[config.mk]
export PLATFORM = sky130hd
export DESIGN_NAME = exc_entry_ctrl
export DESIGN_NICKNAME = d
export VERILOG_FILES = /design/src/rtl/exc_pkg.sv /design/src/rtl/exc_arbiter.sv /design/src/rtl/exc_bank_regs.sv /design/src/rtl/exc_entry_ctrl.sv
export SDC_FILE = /design/constraint.sdc
export NUM_CORES = 1
export LEC_CHECK = 0
export BUFFER_PORTS_ARGS = -buffer_cell sky130_fd_sc_hd__buf_4
export CORE_MARGIN = 1.5
export CORE_UTILIZATION = 45
export CTS_CLUSTER_DIAMETER = 150
export DETAILED_ROUTE_END_ITERATION = 12
export PLACE_DENSITY = 0.63
export SLEW_MARGIN = 20
export SYNTH_ARGS = -nofsm -noshare
export SYNTH_HDL_FRONTEND = slang
export SYNTH_SLANG_ARGS = --single-unit
[constraint.sdc]
create_clock -name clk_i -period 2.05 [get_ports clk_i]
set_input_delay 0.3075 -clock clk_i [delete_from_list [all_inputs] [get_ports clk_i]]
set_output_delay 0.3075 -clock clk_i [all_outputs]
set_load 0.01 [all_outputs]
[src/rtl/exc_pkg.sv]
package exc_pkg;
  localparam int NUM_SRC   = 7;
  localparam int NUM_BANKS = 5;
  localparam int PSR_W     = 32;
  localparam int MODE_W    = 5;
  localparam int BANK_IW   = $clog2(NUM_BANKS);
  localparam int I_BIT     = 7;
  localparam int F_BIT     = 6;

  localparam int SRC_RESET = 0;
  localparam int SRC_UNDEF = 1;
  localparam int SRC_SVC   = 2;
  localparam int SRC_PABT  = 3;
  localparam int SRC_DABT  = 4;
  localparam int SRC_IRQ   = 5;
  localparam int SRC_FIQ   = 6;

  // highest priority first
  localparam int PRIO_ORDER [NUM_SRC] = '{SRC_RESET, SRC_DABT, SRC_FIQ, SRC_IRQ,
                                         SRC_PABT, SRC_UNDEF, SRC_SVC};

  localparam logic [MODE_W-1:0] MODE_USR = 5'b10000;
  localparam logic [MODE_W-1:0] MODE_FIQ = 5'b10001;
  localparam logic [MODE_W-1:0] MODE_IRQ = 5'b10010;
  localparam logic [MODE_W-1:0] MODE_SVC = 5'b10011;
  localparam logic [MODE_W-1:0] MODE_ABT = 5'b10111;
  localparam logic [MODE_W-1:0] MODE_UND = 5'b11011;

  localparam logic [PSR_W-1:0] PSR_RESET = 32'h0000_00D3;

  function automatic logic [MODE_W-1:0] mode_of(input logic [2:0] src);
    case (src)
      3'(SRC_UNDEF): mode_of = MODE_UND;
      3'(SRC_PABT),
      3'(SRC_DABT):  mode_of = MODE_ABT;
      3'(SRC_IRQ):   mode_of = MODE_IRQ;
      3'(SRC_FIQ):   mode_of = MODE_FIQ;
      default:       mode_of = MODE_SVC;
    endcase
  endfunction

  function automatic logic [7:0] vector_of(input logic [2:0] src);
    case (src)
      3'(SRC_UNDEF): vector_of = 8'h04;
      3'(SRC_SVC):   vector_of = 8'h08;
      3'(SRC_PABT):  vector_of = 8'h0C;
      3'(SRC_DABT):  vector_of = 8'h10;
      3'(SRC_IRQ):   vector_of = 8'h18;
      3'(SRC_FIQ):   vector_of = 8'h1C;
      default:       vector_of = 8'h00;
    endcase
  endfunction

  function automatic logic bank_valid(input logic [MODE_W-1:0] m);
    bank_valid = (m == MODE_FIQ) || (m == MODE_IRQ) || (m == MODE_SVC) ||
                 (m == MODE_ABT) || (m == MODE_UND);
  endfunction

  function automatic logic [BANK_IW-1:0] bank_of(input logic [MODE_W-1:0] m);
    case (m)
      MODE_FIQ: bank_of = BANK_IW'(0);
      MODE_IRQ: bank_of = BANK_IW'(1);
      MODE_ABT: bank_of = BANK_IW'(3);
      MODE_UND: bank_of = BANK_IW'(4);
      default:  bank_of = BANK_IW'(2);
    endcase
  endfunction
endpackage

[src/rtl/exc_arbiter.sv]
module exc_arbiter
  import exc_pkg::*;
(
  input  logic [NUM_SRC-1:0] req_i,
  input  logic               i_mask_i,
  input  logic               f_mask_i,
  output logic [NUM_SRC-1:0] grant_o,
  output logic               valid_o,
  output logic [2:0]         src_o
);
  logic [NUM_SRC-1:0] elig;

  always_comb begin
    elig = req_i;
    elig[SRC_IRQ] = req_i[SRC_IRQ] & ~i_mask_i;
    elig[SRC_FIQ] = req_i[SRC_FIQ] & ~f_mask_i;
  end

  always_comb begin
    grant_o = '0;
    for (int k = 0; k < NUM_SRC; k++) begin
      if (grant_o == '0 && elig[PRIO_ORDER[k]]) grant_o[PRIO_ORDER[k]] = 1'b1;
    end
  end

  always_comb begin
    src_o = '0;
    for (int s = 0; s < NUM_SRC; s++) begin
      if (grant_o[s]) src_o = 3'(s);
    end
  end

  assign valid_o = |grant_o;
endmodule

[src/rtl/exc_bank_regs.sv]
module exc_bank_regs
  import exc_pkg::*;
#(
  parameter int ADDR_W = 32
) (
  input  logic               clk_i,
  input  logic               rst_ni,
  input  logic               we_i,
  input  logic [BANK_IW-1:0] widx_i,
  input  logic [ADDR_W-1:0]  lr_i,
  input  logic [PSR_W-1:0]   spsr_i,
  input  logic [BANK_IW-1:0] ridx_i,
  output logic [ADDR_W-1:0]  lr_o,
  output logic [PSR_W-1:0]   spsr_o
);
  logic [ADDR_W-1:0] lr_q   [NUM_BANKS];
  logic [PSR_W-1:0]  spsr_q [NUM_BANKS];

  for (genvar b = 0; b < NUM_BANKS; b++) begin : g_bank
    always_ff @(posedge clk_i or negedge rst_ni) begin
      if (!rst_ni) begin
        lr_q[b]   <= '0;
        spsr_q[b] <= '0;
      end else if (we_i && widx_i == BANK_IW'(b)) begin
        lr_q[b]   <= lr_i;
        spsr_q[b] <= spsr_i;
      end
    end
  end

  always_comb begin
    lr_o   = '0;
    spsr_o = '0;
    for (int b = 0; b < NUM_BANKS; b++) begin
      if (ridx_i == BANK_IW'(b)) begin
        lr_o   = lr_q[b];
        spsr_o = spsr_q[b];
      end
    end
  end
endmodule

[src/rtl/exc_entry_ctrl.sv]
module exc_entry_ctrl
  import exc_pkg::*;
#(
  parameter int ADDR_W      = 32,
  parameter int INSTR_BYTES = 4
) (
  input  logic                clk_i,
  input  logic                rst_ni,
  input  logic [NUM_SRC-1:0]  exc_req_i,
  input  logic                ret_i,
  input  logic [ADDR_W-1:0]   pc_i,
  input  logic                psr_wr_i,
  input  logic [PSR_W-1:0]    psr_wdata_i,
  output logic [PSR_W-1:0]    psr_o,
  output logic                pc_load_o,
  output logic [ADDR_W-1:0]   pc_target_o
);
  logic [PSR_W-1:0]   psr_q;
  logic               pc_load_q;
  logic [ADDR_W-1:0]  pc_tgt_q;

  logic [NUM_SRC-1:0] grant;
  logic               take;
  logic [2:0]         src;
  logic [MODE_W-1:0]  tgt_mode;
  logic [MODE_W-1:0]  cur_mode;
  logic               ret_ok;
  logic [ADDR_W-1:0]  rd_lr;
  logic [PSR_W-1:0]   rd_spsr;

  exc_arbiter u_arb (
    .req_i    (exc_req_i),
    .i_mask_i (psr_q[I_BIT]),
    .f_mask_i (psr_q[F_BIT]),
    .grant_o  (grant),
    .valid_o  (take),
    .src_o    (src)
  );

  assign tgt_mode = mode_of(src);
  assign cur_mode = psr_q[MODE_W-1:0];
  // return only from a banked mode; User has no saved state
  assign ret_ok   = ret_i && bank_valid(cur_mode);

  exc_bank_regs #(.ADDR_W(ADDR_W)) u_bank (
    .clk_i  (clk_i),
    .rst_ni (rst_ni),
    .we_i   (take),
    .widx_i (bank_of(tgt_mode)),
    .lr_i   (pc_i + ADDR_W'(INSTR_BYTES)),
    .spsr_i (psr_q),
    .ridx_i (bank_of(cur_mode)),
    .lr_o   (rd_lr),
    .spsr_o (rd_spsr)
  );

  always_ff @(posedge clk_i or negedge rst_ni) begin
    if (!rst_ni) begin
      psr_q     <= PSR_RESET;
      pc_load_q <= 1'b0;
      pc_tgt_q  <= '0;
    end else begin
      pc_load_q <= 1'b0;
      if (take) begin
        psr_q[MODE_W-1:0] <= tgt_mode;
        psr_q[I_BIT]      <= 1'b1;
        if (grant[SRC_FIQ] || grant[SRC_RESET]) psr_q[F_BIT] <= 1'b1;
        pc_load_q <= 1'b1;
        pc_tgt_q  <= ADDR_W'(vector_of(src));
      end else if (ret_ok) begin
        psr_q     <= rd_spsr;
        pc_load_q <= 1'b1;
        pc_tgt_q  <= rd_lr;
      end else if (psr_wr_i) begin
        psr_q <= psr_wdata_i;
      end
    end
  end

  assign psr_o       = psr_q;
  assign pc_load_o   = pc_load_q;
  assign pc_target_o = pc_tgt_q;
endmodule

==> results of run 1 <==
critical path, delay by kind of cell (launching register included):
family | cells | cell delay (ns)
AOI/OAI and AO/OA | 2 | 0.47
buffers and inverters | 2 | 0.27
DFF | 1 | 0.55
and+or+nand+nor | 4 | 0.74
metrics by stage:
stage / cell area, um2 / utilization
global placement: 20000 / 0.529
floorplan: 17300 / -
CTS: 21900 / 0.581
detailed placement: 20000 / 0.529
global route: 22600 / 0.599
finish: 22600 / 0.599
flip-flops by register name (all words and copies together) (netlist names):
signal / flops
pc_load_o: 1
u_bank.lr_q: 160
psr_o: 32
u_bank.spsr_q: 160
pc_target_o: 32
logic make-up (layout without fill, tap and decap cells):
group	after synthesis	in the layout
compound gates	523	523
xor+xnor	28	28
fa+ha+maj	1	1
buf+inv	140	382
flops	385	385
mux	140	140
simple gates	497	499
power by group through the flow:
stage	registers (W)	logic [W]	clock network (W)
floorplan	0.00933	0.00161	0
global placement	0.00946	0.00276	0
detailed placement	0.00951	0.00283	0
CTS	0.00943	0.00301	0.00734
global route	0.00963	0.00347	0.00764
finish	0.00951	0.00317	0.00726
synthesized netlist by cell type (9+ instances only):
cell type | count | area, um2
dfrtp_1 | 380 | 9510
o22ai_1 | 25 | 156
a32oi_1 | 21 | 184
buf_2 | 37 | 185
a21o_1 | 9 | 67.6
clkbuf_1 | 77 | 289
nor2_1 | 109 | 409
a21oi_1 | 160 | 801
buf_1 | 14 | 52.6
xor2_1 | 18 | 158
nand3_1 | 14 | 70.1
o31ai_1 | 33 | 248
nand4_1 | 12 | 75.1
nand2_1 | 321 | 1200
o21ai_0 | 166 | 831
o21ai_1 | 14 | 70.1
a221oi_1 | 61 | 534
xnor2_1 | 10 | 87.6
mux2_2 | 139 | 1570
routing by layer:
layer / part of all wire / wire length, um
met5: 0 / 0
met2: 0.47 / 24700
met1: 0.45 / 23300
met3: 0.050 / 2630
met4: 0.028 / 1430
worst paths after layout:
path,start,to,slack (ns),cells after the start
setup / recovery,psr_o[4],psr_o[2],-0.10,8
hold / removal,pc_i[2],u_bank.lr_q[66],0.02,2
setup reg to reg,psr_o[4],psr_o[2],-0.10,8
hold reg to reg,u_bank.spsr_q[141],u_bank.spsr_q[141],0.48,2
max in group asynchronous,rst_ni,u_bank.lr_q[104],0.96,3
min in group asynchronous,rst_ni,u_bank.spsr_q[26],0.33,2
repair_timing:
action | in CTS | in global routing
hold buffers | 1 | 0
endpoints found under the setup margin | 63 | 67
gates resized for setup | 92 | 121
buffers inserted | 19 | 4
cloned | 5 | 4
endpoints found under the hold margin | 37 | 0
pin swaps | 39 | 34
final cells by class:
cell class	instances	area, um2
clock buffers	63	1230
inverters	6	22.5
repair buffers	304	2990
clock inverters	9	85.1
well taps	511	639
fillers	3103	15200
multi-input cells	1191	7990
flip-flops and latches	385	9640
==> run_results.csv, run 1 <==
group,metric,value,unit
detailed_routing,drtIter0Drc,1003,
detailed_routing,vias,14283,
sta,fin_crit,2.15,ns
sta,finalSetupViolCount,42,
synth,synthCells,1714,
clock_tree,cts_root_buffer,"clkbuf_16",
synth,synth-simple-area-share,0.118,
global_route,grt-busiest-layer,"met2",
detailed_routing,wl_per_cell,21.1,um
global_route,use_met3,0.0309,
global_route,antenna_found_initial,0,
global_route,grt_usage,0.260,
layout,drive_above_1_share,0.327,
floorplan,die_y,199,um
layout,diodes,0,
sta,worst_slack,-0.101,ns
power_and_ir_drop,power_density,882,nW/um2
sta,max_freq,465,MHz
synth,synth-edff-count,0,
setup_path,critPathCaptureType,"flop",
global_route,overflow,0,
setup_path,path_cells,"or3b_4, nor2_4, buf_6, nor2_4, buf_4, a21oi_2, nand2_1, a221o_1",
placement,port_buffers,139,
run,cap_violations,0,
detailed_routing,postRouteAntennaNets,0,
setup_path,cp-start-kind,"flop",
setup_path,cp.required,2.47,ns
setup_path,arrival,2.57,ns
global_route,grt_pass1_wl,79900,um
sta,grt_setup_unrepaired,"yes",
power_and_ir_drop,clockPowerShare,0.364,
floorplan,core_area,37800,um2
synth,synth_top_family_by_area,"compound AO/OA/AOI/OAI gates",
synth,synth_compound_area_frac,0.184,
placement,dp_slack,-0.165,ns
global_route,use_met2,0.421,
clock_tree,cts_made_buffers,42,
placement,dp_cells,2367,
power_and_ir_drop,switching_power,0.00546,W
layout,final_common_cell,"dfrtp_1",
synth,syn_area,17300,um2
floorplan,dieArea,39700,um2
clock_tree,cts_tree,"built",
synth,synth_area_per_cell,10.1,um2
outcome,violations,"setup timing",
detailed_routing,vias_per_cell,5.78,
floorplan,io_pins,140,
sta,fin_skew,0.0128,ns
detailed_routing,drc,0,
clock_tree,clk_latency,0.53,ns
layout,nets,2006,
synth,ys_async_sr_fraction,1.00,
power_and_ir_drop,intPower,0.0145,W
setup_path,crit_type,"reg2reg",
clock_tree,cts_htree_levels,2,
synth,synth_top_flop_cell,"dfrtp_1",
power_and_ir_drop,power_frac_seq,0.477,
layout,syn_to_final_growth,30.6,%
floorplan,initial_core_util,0.459,
clock_tree,clock_path_buffers,3,
power_and_ir_drop,p_leak,10.2,nW
detailed_routing,drtPass1Iterations,5,
sta,post-route-period-util,1.05,
global_route,gr-usage-met1,0.368,
power_and_ir_drop,ir_drop,0.000543,V
placement,dp_hpwl,33100,um
placement,place.gp.congestion,0.908,
clock_tree,clkTransAtPathRegs,0.06,ns
sta,setup_tns,-1.27,ns
setup_path,crit_top_cell,"nor2_4",
setup_path,crit_path_max_incr_delay,0.55,ns
synth,yosys_warnings,0,
floorplan,die_w,199,um
sta,hold_viol,0,
setup_path,critPathMaxFanout,7,
floorplan,placementRows,71,
synth,ys_ff_latch,385,
setup_path,slowest_stage,"dfstp_2",
synth,muxShareOfSynthArea,0.0910,
synth,synth_nets,1790,
min_path,hold_path.class,"in2reg",
synth,synth.distinct_cells,60,
power_and_ir_drop,p_sw_frac,0.274,
layout,final_cells,2469,
global_route,grt_pass1_vias,14272,
outcome,status,"finished with violations",
layout,final_cell_mix,"dfrtp_1 (378), nand2_1 (302), buf_4 (236)",
global_route,grt_start_max_net_pins,61,
synth,synth-xor-area-share,0.0142,
synth,synth_adder_area_share,0.000723,
sta,max-slew-margin-rel,0.590,
clock_tree,clock-sinks,385,
sta,drv_slew,0,
detailed_routing,routed_wl,52000,um
sta,tightestPinTransition,0.610,ns
synth,yosysSeqAreaShare,0.557,
sta,hold_ws,0.0179,ns
power_and_ir_drop,pwr-share-comb,0.159,
power_and_ir_drop,power,0.0199,W
No activity file was read; power rests on OpenSTA's default activity.
==> run 2: changes to the inputs <==
==> constraint.sdc (replaced) <==
create_clock -name clk_i -period 2.05 [get_ports clk_i]
set_input_delay 0.205 -clock clk_i [delete_from_list [all_inputs] [get_ports clk_i]]
set_output_delay 0.205 -clock clk_i [all_outputs]
set_load 0.01 [all_outputs]
==> run_results.csv, run 2 (synthesis results as in run 1) <==
group,metric,value,unit
global_route,antenna_found_initial,0,
clock_tree,cts_root_buffer,"clkbuf_16",
global_route,overflow,0,
sta,fin_skew,0.0149,ns
clock_tree,cts_made_buffers,42,
setup_path,slowest_stage,"dfstp_2",
setup_path,regToRegSetupSlack,-0.09,ns
sta,hold_ws,-0.00552,ns
detailed_routing,vias_per_cell,5.82,
outcome,status,"finished with violations",
setup_path,crit_top_cell,"nor2_4",
sta,tightestPinTransition,0.606,ns
clock_tree,cts_tree,"built",
power_and_ir_drop,p_sw_frac,0.268,
power_and_ir_drop,switching_power,0.00536,W
global_route,gr-usage-met1,0.383,
floorplan,placementRows,71,
detailed_routing,drtPass1Iterations,5,
power_and_ir_drop,power,0.0200,W
global_route,grt_start_max_net_pins,72,
detailed_routing,drtIter0Drc,933,
power_and_ir_drop,power_density,906,nW/um2
min_path,hp-start,"psr_wdata_i[1]",
detailed_routing,postRouteAntennaNets,0,
power_and_ir_drop,clockPowerShare,0.376,
setup_path,critPathMaxFanout,5,
power_and_ir_drop,intPower,0.0147,W
sta,grt_setup_unrepaired,"yes",
floorplan,die_y,199,um
power_and_ir_drop,pwr-share-comb,0.152,
min_path,hold_path.class,"in2reg",
clock_tree,clock_path_buffers,3,
global_route,use_met3,0.0381,
placement,place.gp.congestion,0.896,
detailed_routing,routed_wl,52100,um
setup_path,crit_path_max_incr_delay,0.55,ns
detailed_routing,vias,14326,
setup_path,critPathCaptureType,"flop",
placement,dp_hpwl,33300,um
clock_tree,clock-sinks,385,
sta,max_freq,468,MHz
setup_path,startpoint,"psr_o[4]",
setup_path,cp-start-kind,"flop",
layout,final_common_cell,"dfrtp_1",
floorplan,initial_core_util,0.459,
global_route,grt_pass1_vias,14413,
layout,largestRegisters,"u_bank.lr_q: 160 flops, u_bank.spsr_q: 160 flops",
layout,diodes,0,
floorplan,core_area,37800,um2
setup_path,path_cells,"or3b_4, nor2_4, buf_6, nor2_4, a221o_1, a221oi_2, o31ai_1",
layout,nets,2002,
sta,worst_slack,-0.0889,ns
setup_path,r2r_end,"psr_o[0]",
power_and_ir_drop,p_leak,9.96,nW
global_route,use_met2,0.412,
clock_tree,cts_htree_levels,2,
layout,drive_above_1_share,0.287,
setup_path,crit_type,"reg2reg",
clock_tree,clk_latency,0.54,ns
setup_path,arrival,2.60,ns
outcome,violations,"hold timing, setup timing",
placement,dp_cells,2349,
sta,hold_viol,1,
floorplan,dieArea,39700,um2
sta,max-slew-margin-rel,0.594,
setup_path,timing.rr.start,"psr_o[4]",
power_and_ir_drop,ir_drop,0.000610,V
layout,syn_to_final_growth,27.7,%
setup_path,worstRegToRegCells,7,
power_and_ir_drop,power_frac_seq,0.472,
sta,finalSetupViolCount,40,
global_route,grt-busiest-layer,"met2",
detailed_routing,wl_per_cell,21.2,um
sta,drv_slew,0,
run,cap_violations,0,
placement,dp_slack,-0.163,ns
min_path,whs_path_depth,3,
sta,post-route-period-util,1.04,
layout,final_cell_mix,"dfrtp_1 (379), nand2_1 (317), buf_4 (215)",
global_route,grt_pass1_wl,81900,um
detailed_routing,drc,0,
clock_tree,clkTransAtPathRegs,0.06,ns
floorplan,die_w,199,um
placement,port_buffers,139,
sta,fin_crit,2.14,ns
global_route,grt_usage,0.267,
setup_path,cp.required,2.51,ns
floorplan,io_pins,140,
min_path,hold_end,"psr_o[1]",
layout,final_cells,2462,
[run 2: cell types whose count changed in the layout (fill, tap and decap cells not counted), sizes merged]
cell         change
bufinv           +2
clkbuf           -6
buf             -29
clkinvlp         +1
inv              +1
clkinv           -2
dlygate4sd3     +26
[run 2: area by class of cell]
cell class	count	area (um2)
Fill cell	3196	15600
Sequential cell	385	9640
Multi-Input combinational cell	1191	7490
Timing Repair Buffer	300	2950
Clock buffer	58	1220
Tap cell	511	639
Clock inverter	11	136
Inverter	6	22.5
[run 2: worst max path at each step]
stage / endpoint / slack (ns) / cells after the start
floorplan: psr_o[2] / 0.01 / 8
global placement: psr_o[15] / -0.19 / 7
detailed placement: psr_o[15] / -0.16 / 7
CTS: pc_target_o[23] / -0.06 / 6
global route: psr_o[0] / -0.20 / 7
finish: psr_o[0] / -0.09 / 7
[run 2: repair_timing]
item                                    4_1_cts  5_1_grt
hold buffers                                 27        0
gates cloned                                  3        2
endpoints found under the hold margin        80        0
setup buffers                                 8        4
endpoints found under the setup margin       63       79
pin swaps                                     7       15
resized for setup                            34       65
[run 2: stage by stage]
stage	util	area [um2]	hold WS (ns)	TNS, ns
2_1_floorplan	-	17300	-0.0906	0
3_3_place_gp	0.526	19900	0.185	-2.25
3_5_place_dp	0.526	19900	0.184	-6.00
4_1_cts	0.576	21800	0.0134	-1.13
5_1_grt	0.586	22100	0.0000935	-5.03
6_report	0.586	22100	-0.00552	-1.66
[run 2: power groups by stage]
stage | registers [W] | logic [W] | clock network, W
global route | 0.00958 | 0.00336 | 0.00794
CTS | 0.00941 | 0.00295 | 0.00764
floorplan | 0.00933 | 0.00161 | 0
detailed placement | 0.00952 | 0.00283 | 0
global placement | 0.00948 | 0.00276 | 0
finish | 0.00945 | 0.00304 | 0.00753
[run 2: critical path, delay by kind of cell (launching register included)]
kind,cells,cell delay [ns]
compound gates,3,0.69
flops,1,0.55
buf+inv,1,0.15
simple gates,3,0.66
[run 2: layer usage]
layer / up-vias / share of wire
li1: 6522 / -
met1: 7234 / 0.45
met2: 471 / 0.46
met3: 99 / 0.054
met4: 0 / 0.030
met5: - / 0
==> run 3: changes to the inputs <==
- clock period: 2.05 -> 1.9 ns (I/O delays scaled with it)
==> run_results.csv, run 3 (synthesis results as in run 1) <==
group,metric,value,unit
outcome,status,"finished with violations",
outcome,violations,"hold timing, setup timing",
global_route,grt_start_max_net_pins,68,
sta,grt_setup_unrepaired,"yes",
detailed_routing,drtIter0Drc,1093,
setup_path,critPathBufInv,1,
setup_path,slowest_stage,"dfstp_2",
power_and_ir_drop,ir_drop,0.000689,V
setup_path,crit_end,"psr_o[4]",
floorplan,die_w,199,um
setup_path,worst-path-stages,7,
detailed_routing,vias_per_cell,5.84,
placement,place.gp.congestion,0.843,
setup_path,crit_family,"simple AND/OR/NAND/NOR gates",
sta,max-slew-margin-rel,0.581,
detailed_routing,postRouteAntennaNets,0,
sta,max_freq,463,MHz
detailed_routing,vias,14861,
floorplan,core_area,37800,um2
global_route,antenna_found_initial,1,
sta,setup_tns,-11.35,ns
clock_tree,clock-sinks,385,
layout,seq_area,9640,um2
global_route,grt_usage,0.271,
layout,drive_above_1_share,0.343,
setup_path,arrival,2.65,ns
sta,hold_ws,-0.00390,ns
global_route,overflow,0,
global_route,grt_pass1_vias,14527,
sta,drv_slew,0,
detailed_routing,wl_per_cell,22.1,um
layout,final_cell_mix,"dfrtp_1 (378), nand2_1 (317), buf_4 (257)",
setup_path,critPathCaptureType,"flop",
sta,worst_slack,-0.259,ns
floorplan,io_pins,140,
layout,final_common_cell,"dfrtp_1",
setup_path,regToRegSetupSlack,-0.26,ns
setup_path,critPathMaxFanout,6,
floorplan,die_y,199,um
setup_path,timing.rr.start,"psr_o[4]",
layout,nets,2075,
layout,multiInputGateArea,8140,um2
sta,post-route-period-util,1.14,
clock_tree,clkTransAtPathRegs,0.06,ns
power_and_ir_drop,power_density,961,nW/um2
power_and_ir_drop,p_leak,10.8,nW
floorplan,initial_core_util,0.459,
layout,largestRegisters,"u_bank.lr_q: 160 flops, u_bank.spsr_q: 160 flops",
clock_tree,clk_latency,0.58,ns
sta,fin_crit,2.16,ns
setup_path,crit_top_cell,"nor2_4",
layout,fin_util,0.629,
floorplan,dieArea,39700,um2
clock_tree,cts_htree_levels,2,
setup_path,crit_type,"reg2reg",
setup_path,r2r_end,"psr_o[4]",
placement,port_buffers,139,
setup_path,cp.required,2.39,ns
setup_path,cp-start-kind,"flop",
detailed_routing,routed_wl,56200,um
sta,fin_skew,0.0186,ns
clock_tree,cts_tree,"built",
layout,syn_to_final_growth,37.3,%
clock_tree,cts_root_buffer,"clkbuf_16",
run,cap_violations,0,
setup_path,crit_path_max_incr_delay,0.55,ns
global_route,grt_pass1_wl,82400,um
sta,finalSetupViolCount,110,
clock_tree,cts_made_buffers,43,
placement,dp_hpwl,34000,um
sta,tightestPinTransition,0.624,ns
setup_path,worstRegToRegCells,7,
sta,hold_viol,1,
detailed_routing,drc,0,
setup_path,path_cells,"or3b_4, nor2_4, nor2_4, buf_12, a221o_1, a221oi_2, o21ai_1",
layout,fill_cells,2954,
clock_tree,clock_path_buffers,3,
floorplan,placementRows,71,
detailed_routing,drtPass1Iterations,5,
min_path,hold_path.class,"in2reg",
setup_path,startpoint,"psr_o[4]",
-- run 3: timing repair --
action | CTS | global route
hold buffers | 35 | 0
gates cloned | 1 | 17
hold endpoints to repair | 171 | 0
setup endpoints to repair | 127 | 175
pin swaps | 7 | 38
setup buffers | 7 | 17
gates resized for setup | 39 | 190
-- run 3: cell type report --
class | instances | share of cell area
Sequential cell | 385 | 0.406
Multi-Input combinational cell | 1189 | 0.342
Timing Repair Buffer | 374 | 0.162
Clock buffer | 62 | 0.0512
Tap cell | 511 | 0.0269
Clock inverter | 15 | 0.0103
Inverter | 6 | 0.00105
Antenna cell | 1 | 0.000105
-- run 3: report_power, final --
group	total [W]	leakage, nW	internal, W	switching [W]
logic	0.00386	5.13	0.00204	0.00182
registers	0.0103	4.93	0.00931	0.00102
clock network	0.00866	0.712	0.00517	0.00349
total	0.0228	10.8	0.0165	0.00632
-- run 3: worst min path at each step --
stage                   from          endpoint  cells after the start
floorplan             rst_ni         pc_load_o                      0
global placement      rst_ni         psr_o[17]                      1
detailed placement    rst_ni         psr_o[17]                      1
CTS                 pc_i[17]  u_bank.lr_q[113]                      3
global route        pc_i[17]   u_bank.lr_q[49]                      3
finish              pc_i[17]   u_bank.lr_q[49]                      3
-- run 3: worst register-to-register path: cells and delay by family (launching register included) --
family	cells	cell delay [ns]
buffers and inverters	1	0.17
and+or+nand+nor	3	0.73
DFF	1	0.55
AOI/OAI and AO/OA	3	0.63
-- run 3: metrics by stage --
step | power (W) | cells | hold slack [ns] | setup slack, ns | instance area, um2
after detailed placement | 0.0135 | 2389 | 0.169 | -0.197 | 20300
after global routing | 0.0238 | 2543 | 0.00269 | -0.322 | 23800
after global placement | 0.0134 | 2389 | 0.162 | -0.195 | 20300
after CTS | 0.0223 | 2509 | 0.00744 | -0.205 | 22400
after floorplan | 0.0119 | 1714 | -0.106 | -0.111 | 17500
final | 0.0228 | 2543 | -0.00390 | -0.259 | 23800
-- run 3: per-layer routing --
metal,track usage,vias to the layer above,routed length [um]
li1,-,6695,-
met1,0.369,7548,24100
met2,0.428,515,26400
met3,0.0597,103,4050
met4,0.0901,0,1690
met5,0,-,0
